`config.mk`:
```
export PLATFORM = sky130hd
export DESIGN_NAME = tlc_top
export DESIGN_NICKNAME = d
export VERILOG_FILES = /design/src/rtl/tlc_pkg.sv /design/src/rtl/tlc_rst_sync.sv /design/src/rtl/tlc_state_reg.sv /design/src/rtl/tlc_out_stage.sv /design/src/rtl/tlc_top.sv
export SDC_FILE = /design/constraint.sdc
export NUM_CORES = 1
export LEC_CHECK = 0
export BUFFER_PORTS_ARGS = -buffer_cell sky130_fd_sc_hd__buf_2
export CAP_MARGIN = 5
export CORE_AREA = 8 8 45 47
export DETAILED_ROUTE_END_ITERATION = 10
export DIE_AREA = 0 0 53 55
export PLACE_DENSITY = 0.32
export SKIP_LAST_GASP = 1
export SLEW_MARGIN = 20
export SYNTH_ARGS = -nofsm -noshare
export SYNTH_HDL_FRONTEND = slang
export SYNTH_SLANG_ARGS = --single-unit
```
`constraint.sdc`:
```
create_clock -name clk -period 1.3 [get_ports clk]
set_clock_uncertainty 0.15 [all_clocks]
set_input_delay 0.26 -clock clk [delete_from_list [all_inputs] [get_ports clk]]
set_output_delay 0.26 -clock clk [all_outputs]
set_load 0.02 [all_outputs]
```
`src/rtl/tlc_pkg.sv`:
```
package tlc_pkg;

  typedef enum logic [1:0] {
    LAMP_GREEN = 2'b00,
    LAMP_AMBER = 2'b01,
    LAMP_RED   = 2'b10
  } lamp_e;

  typedef enum logic [1:0] {
    PH_HWY_GO,
    PH_HWY_WARN,
    PH_FARM_GO,
    PH_FARM_WARN
  } phase_e;

  localparam int NUM_PHASES = 4;
  localparam int DENSE_W    = $clog2(NUM_PHASES);

endpackage

```
`src/rtl/tlc_rst_sync.sv`:
```
module tlc_rst_sync #(
  parameter int STAGES = 2
) (
  input  logic clk,
  input  logic rst_n,
  output logic rst_sync_n
);
  logic [STAGES-1:0] sync_q;

  always_ff @(posedge clk or negedge rst_n) begin
    if (!rst_n) sync_q <= '0;
    else        sync_q <= {sync_q[STAGES-2:0], 1'b1};
  end

  assign rst_sync_n = sync_q[STAGES-1];
endmodule

```
`src/rtl/tlc_state_reg.sv`:
```
module tlc_state_reg
  import tlc_pkg::*;
#(
  parameter bit ONE_HOT = 1'b0
) (
  input  logic   clk,
  input  logic   rst_n,
  input  logic   car_sense,
  input  logic   tmr_short,
  input  logic   tmr_long,
  output phase_e phase,
  output logic   moved
);
  logic hwy_leave;
  logic farm_leave;

  assign hwy_leave  = car_sense & tmr_long;
  assign farm_leave = ~car_sense | tmr_long;

  if (ONE_HOT) begin : g_onehot
    localparam int W = NUM_PHASES;
    localparam logic [W-1:0] HOME = W'(1);
    logic [W-1:0] st_q, st_d;
    logic         legal;
    logic         upd;

    always_comb begin
      legal = (st_q != '0) && ((st_q & (st_q - W'(1))) == '0);
      st_d[0] = (st_q[0] & ~hwy_leave)  | (st_q[3] & tmr_short);
      st_d[1] = (st_q[0] & hwy_leave)   | (st_q[1] & ~tmr_short);
      st_d[2] = (st_q[1] & tmr_short)   | (st_q[2] & ~farm_leave);
      st_d[3] = (st_q[2] & farm_leave)  | (st_q[3] & ~tmr_short);
      if (!legal) st_d = HOME;
      upd = (st_d != st_q);
    end

    always_ff @(posedge clk or negedge rst_n) begin
      if (!rst_n)   st_q <= HOME;
      else if (upd) st_q <= st_d;
    end

    always_comb begin
      if (st_q[1])      phase = PH_HWY_WARN;
      else if (st_q[2]) phase = PH_FARM_GO;
      else if (st_q[3]) phase = PH_FARM_WARN;
      else              phase = PH_HWY_GO;
    end

    assign moved = upd;
  end else begin : g_dense
    localparam logic [DENSE_W-1:0] C_HWY_GO    = 2'b00;
    localparam logic [DENSE_W-1:0] C_HWY_WARN  = 2'b10;
    localparam logic [DENSE_W-1:0] C_FARM_GO   = 2'b01;
    localparam logic [DENSE_W-1:0] C_FARM_WARN = 2'b11;
    logic [DENSE_W-1:0] st_q, st_d;
    logic               upd;

    always_comb begin
      st_d = st_q;
      case (st_q)
        C_HWY_GO:    if (hwy_leave)  st_d = C_HWY_WARN;
        C_HWY_WARN:  if (tmr_short)  st_d = C_FARM_GO;
        C_FARM_GO:   if (farm_leave) st_d = C_FARM_WARN;
        C_FARM_WARN: if (tmr_short)  st_d = C_HWY_GO;
        default:                     st_d = C_HWY_GO;
      endcase
      upd = (st_d != st_q);
    end

    always_ff @(posedge clk or negedge rst_n) begin
      if (!rst_n)   st_q <= C_HWY_GO;
      else if (upd) st_q <= st_d;
    end

    always_comb begin
      case (st_q)
        C_HWY_WARN:  phase = PH_HWY_WARN;
        C_FARM_GO:   phase = PH_FARM_GO;
        C_FARM_WARN: phase = PH_FARM_WARN;
        default:     phase = PH_HWY_GO;
      endcase
    end

    assign moved = upd;
  end
endmodule

```
`src/rtl/tlc_out_stage.sv`:
```
module tlc_out_stage
  import tlc_pkg::*;
(
  input  logic       clk,
  input  logic       rst_n,
  input  phase_e     phase,
  input  logic       moved,
  output logic       tmr_restart,
  output logic [1:0] hwy_light,
  output logic [1:0] farm_light
);
  lamp_e hwy_l, farm_l;
  logic  restart_q;

  always_comb begin
    case (phase)
      PH_HWY_WARN:  begin hwy_l = LAMP_AMBER; farm_l = LAMP_RED;   end
      PH_FARM_GO:   begin hwy_l = LAMP_RED;   farm_l = LAMP_GREEN; end
      PH_FARM_WARN: begin hwy_l = LAMP_RED;   farm_l = LAMP_AMBER; end
      default:      begin hwy_l = LAMP_GREEN; farm_l = LAMP_RED;   end
    endcase
  end

  always_ff @(posedge clk or negedge rst_n) begin
    if (!rst_n) restart_q <= 1'b0;
    else        restart_q <= moved;
  end

  assign tmr_restart = restart_q;
  assign hwy_light   = hwy_l;
  assign farm_light  = farm_l;
endmodule

```
`src/rtl/tlc_top.sv`:
```
module tlc_top
  import tlc_pkg::*;
#(
  parameter bit ONE_HOT     = 1'b0,
  parameter int SYNC_STAGES = 2
) (
  input  logic       clk,
  input  logic       rst_n,
  input  logic       car_sense,
  input  logic       tmr_short,
  input  logic       tmr_long,
  output logic       tmr_restart,
  output logic [1:0] hwy_light,
  output logic [1:0] farm_light
);
  logic   rst_sync_n;
  phase_e phase;
  logic   moved;

  tlc_rst_sync #(.STAGES(SYNC_STAGES)) u_rst (
    .clk        (clk),
    .rst_n      (rst_n),
    .rst_sync_n (rst_sync_n)
  );

  tlc_state_reg #(.ONE_HOT(ONE_HOT)) u_state (
    .clk       (clk),
    .rst_n     (rst_sync_n),
    .car_sense (car_sense),
    .tmr_short (tmr_short),
    .tmr_long  (tmr_long),
    .phase     (phase),
    .moved     (moved)
  );

  tlc_out_stage u_out (
    .clk         (clk),
    .rst_n       (rst_sync_n),
    .phase       (phase),
    .moved       (moved),
    .tmr_restart (tmr_restart),
    .hwy_light   (hwy_light),
    .farm_light  (farm_light)
  );
endmodule

```
==> After elaboration in Yosys (flattened, before gate mapping) <==
Index checks and enable logic that the tools add are counted.
{ "classes": {"eq_ne": 7, "muxes": 8, "bitwise": 3, "reduce_logical": 2} }
{ "op_table": {"columns": ["op", "count"], "rows": [
  ["equality test 2 bit (second input constant)", 4],
  ["two-way mux 2 bit", 4],
  ["one-hot mux 2 bit (2 select lines)", 2],
  ["one-hot mux 2 bit (4 select lines)", 1],
  ["one-hot mux 2 bit (3 select lines)", 1],
  ["equality test 2 x 1 -> 1 bit (second input constant)", 2],
  ["logical NOT 2 bit", 1],
  ["!= test 2 bit", 1],
  ["OR reduction 2 bit", 1],
  ["bitwise AND 1 bit", 1],
  ["inverter 1 bit", 1],
  ["OR 1 bit", 1]
]} }
{ "totals": {"regBits": 5, "output_inout_bits": 5} }

==> Longest topological paths before layout <==
{ "depth": {"depth_word": 5, "ltp_mapped": 2, "ltp_nobuf": 2} }

==> By module <==
A second synthesis with hierarchy kept.
{ "unflattened": {"hier_cells": 18, "hier_area_um2": 205.2} }
{ "modules_own_cells": {"columns": ["module", "instances", "cells_each", "area_each_um2", "seq_area_each_um2"], "rows": [
  ["tlc_state_reg", 1, 10, 106.4, 50.0],
  ["tlc_rst_sync", 1, 3, 53.8, 50.0],
  ["tlc_out_stage", 1, 5, 45.0, 25.0]
]} }

==> Worst setup path after synthesis <==
OpenSTA, ideal clock, no wires.
{ "synth_path": {"path_type": "register to output", "startpoint": "register u_state.g_dense.st_q[0]", "endpoint": "output port hwy_light[0]", "arrival_time_ns": 0.674, "required_ns": 0.890, "setup_slack_ns": 0.216, "path_stages_with_launch": 2, "path_buffers": 0, "cell_sequence": "dfrtp_1 > and2b_2"} }
{ "synth_via": {"elab_chain_len": 5, "word_cells_on_any_way": 9} }
{ "synth_rtl": {"columns": ["item", "line_no", "source"], "rows": [
  ["start, declared", "tlc_state_reg.sv:55", "logic [DENSE_W-1:0] st_q, st_d;"],
  ["start signal, assigned", "tlc_state_reg.sv:72", "else if (upd) st_q <= st_d;"],
  ["equality test 2 bit / equality test 2 x 1 -> 1 bit (equally long branches)", "tlc_state_reg.sv:76", "case (st_q)"],
  ["one-hot mux 2 bit (3 select lines) (*)", "tlc_state_reg.sv:76", null],
  ["equality test 2 bit", "tlc_out_stage.sv:16", "case (phase)"],
  ["OR reduction 2 bit (no source line)", null, null],
  ["one-hot mux 2 bit (2 select lines) (*)", "tlc_out_stage.sv:16", null],
  ["end, declared", "tlc_top.sv:13", "output logic [1:0] hwy_light,"]
]} }
Mark *: on every way between the ends. The rest lies on a longest branch, timed or not.

==> Worst setup path in the final report <==
Same ends and word-level chain as after synthesis.

==> reports/results.tsv <==
stage	metric	value	unit
die	die_w	53	um
worst_setup_path	startpoint_type	flop	
die	fp.dieArea	2920	um^2
worst_setup_path	cp_data_required_time	890	ps
logic_synthesis	syn_inst	16	
layout	fin_cells	49	
logic_synthesis	syn-num-nets	21	
power	irDropWorstVdd	703	uV
place	place_inst	40	
layout	diodes	0	
power	pwr-share-seq	27.5	%
power	clkPwrFrac	21.6	%
worst_setup_path	worst-path-buf-inv	1	
global_routing	grt_pass1_vias	164	
logic_synthesis	yosysTopAreaCell	dfrtp_1	
global_routing	met3_usage	3.48	%
layout	nets	39	
global_routing	grt_use_total	3.57	%
power	p_leak	0.183	nW
sta	timing.fmax	0.731	GHz
global_routing	grt_max_degree	5	
flow_run	maxCapViolations	0	
die	die-height	55	um
sta	hold_viol	0	
worst_setup_path	path_class	flop to output pin	
worst_setup_path	slowest_delay	370	ps
logic_synthesis	synth_edf_count	0	
route	drt_iter0_drc	0	
sta	finalMaxSlewViolations	0	
logic_synthesis	synth.top_cell.area_share	62.9	%
place	pre_cts_ws	109	ps
power	power	0.809	mW
place	place_area	260	um^2
logic_synthesis	ys_seq_elements	5	
status	violations	setup timing	
logic_synthesis	ys_warn_count	0	
route	drtPass1Iterations	1	
clock_tree	clock_sinks	5	
power	power.share.combinational	51.0	%
worst_setup_path	crit_family	flip-flops	
clock_tree	cts-htree-levels	1	
power	power.switching	0.272	mW
sta	finalHoldWorstSlack	85.7	ps
layout	drive_gt1_share	51.5	%
hold_path	hp-class	primary input to flop	
power	p_int	0.537	mW
worst_setup_path	slowest_stage	dfrtp_1	
status	outcome	finished, violations left	
logic_synthesis	ys.flop_type	dfrtp_1	
clock_tree	cts_tree	done	
sta	fin_crit_sh	105	%
route	vias_per_cell	3.18	
sta	tns	-215	ps
sta	rsz0062_at_grt	yes	
worst_setup_path	path_max_fanout	4	
global_routing	grt.busiest_layer	met4	
route	drc_errors	0	
die	io_pins	10	
logic_synthesis	synth_area	199	um^2
global_routing	grt_first_pass_wirelength	655	um
logic_synthesis	ys_top_cells_by_area	dfrtp_1, mux2i_1, and2b_2	
route	vias	156	
place	gp_congestion	0.611	
sta	setup_violations	4	
worst_setup_path	arrival	960	ps
global_routing	antenna_found_initial	0	
clock_tree	insertion_delay	240	ps
logic_synthesis	synth_commonest_cells	dfrtp_1, mux2i_1, inv_1	
global_routing	met2_usage	4.10	%
worst_setup_path	critPathCaptureType	output pin	
route	finalWirelength	404	um
sta	fin_crit	1370	ps
logic_synthesis	yosysSeqAreaShare	62.9	%
layout	syn2layout_area_growth	76.1	%
clock_tree	cts.reportedPaths.clkPinSlew	40	ps
die	initial_core_util	14.4	%
route	wire_per_inst	8.24	um
clock_tree	cts_made_buffers	3	
power	power.density	2310	nW/um^2
worst_setup_path	crit_chain	and2b_2, buf_6	
layout	final_core_util	25.3	%
logic_synthesis	synth_most_common_cell	dfrtp_1	
die	rows	14	
logic_synthesis	ys_types	9	
logic_synthesis	avgSynthCellArea	12.4	um^2
die	core	1380	um^2
clock_tree	clock-root-buffer	clkbuf_4	
layout	final_area	350	um^2
sta	worst_slack	-68.2	ps
route	ant_nets	0	
power	swShare	33.6	%
place	port_buffers	9	
global_routing	grt_overflow	0	
clock_tree	clockBufferDepth	2	
global_routing	use_met1	2.92	%
logic_synthesis	async_flop_share	100	%
[worst paths after layout]
| kind | from | end | slack, ps | depth (start not counted) |
|---|---|---|---|---|
| hold / removal | tmr_short | u_state.g_dense.st_q[1] | 90 | 2 |
| setup reg to reg | u_state.g_dense.st_q[0] | u_out.tmr_restart | 210 | 3 |
| max in group asynchronous | u_rst.sync_q[1] | u_state.g_dense.st_q[0] | 440 | 1 |
| setup / recovery | u_state.g_dense.st_q[0] | hwy_light[0] | -70 | 2 |
| hold reg to reg | u_rst.sync_q[0] | u_rst.sync_q[1] | 200 | 0 |
| min in group asynchronous | rst_n | u_rst.sync_q[0] | 190 | 2 |
[placed cells by master (no fill, tap or decap)]
master / instances
and2_2: 1
and2b_2: 1
buf_2: 5
buf_4: 4
buf_6: 3
clkbuf_1: 1
clkbuf_4: 3
conb_1: 1
dfrtp_1: 5
dlygate4sd3_1: 2
inv_1: 2
mux2i_1: 3
nand2_1: 1
xnor2_1: 1
[metal layers]
metal  part of all wire, %  routed length [um]
met1                    40                 160
met2                    44                 178
met3                    16                  66
met4                     0                   0
met5                     0                   0
[power groups by stage]
| stage | Combinational, mW | Sequential (mW) | Clock [mW] |
|---|---|---|---|
| after floorplan | 0.171 | 0.251 | 0 |
| after global placement | 0.261 | 0.242 | 0 |
| after detailed placement | 0.261 | 0.244 | 0 |
| after CTS | 0.396 | 0.221 | 0.185 |
| after global routing | 0.441 | 0.228 | 0.205 |
| final | 0.413 | 0.222 | 0.175 |
[registers in the layout (all words and copies together) (netlist names)]
register              flops
u_out.tmr_restart         1
u_rst.sync_q              2
u_state.g_dense.st_q      2
[cell families (layout without fill, tap and decap cells)]
kind of cell	after synthesis	in the layout	synth area share, %
muxes	3	3	15.1
xor gates and xnor gates	1	1	4.40
other	1	1	1.88
buffers and inverters	3	20	5.66
and+or+nand+nor	3	3	10.1
DFF	5	5	62.9
[repair_timing]
item | 4_1_cts | 5_1_grt
setup buffers | 3 | 0
gates resized for setup | 5 | 2
hold buffers | 2 | 0
endpoints found under the hold margin | 5 | 0
setup endpoints to repair | 2 | 4
[layout make-up]
cell class	instances	area, um^2
fill	149	1030
multi-input combinational	8	62.6
clock buffer	4	26.3
sequential	5	125
inverter	2	7.51
tap	16	20.0
timing repair buffer	14	109
No activity file was read; power rests on OpenSTA's default activity.
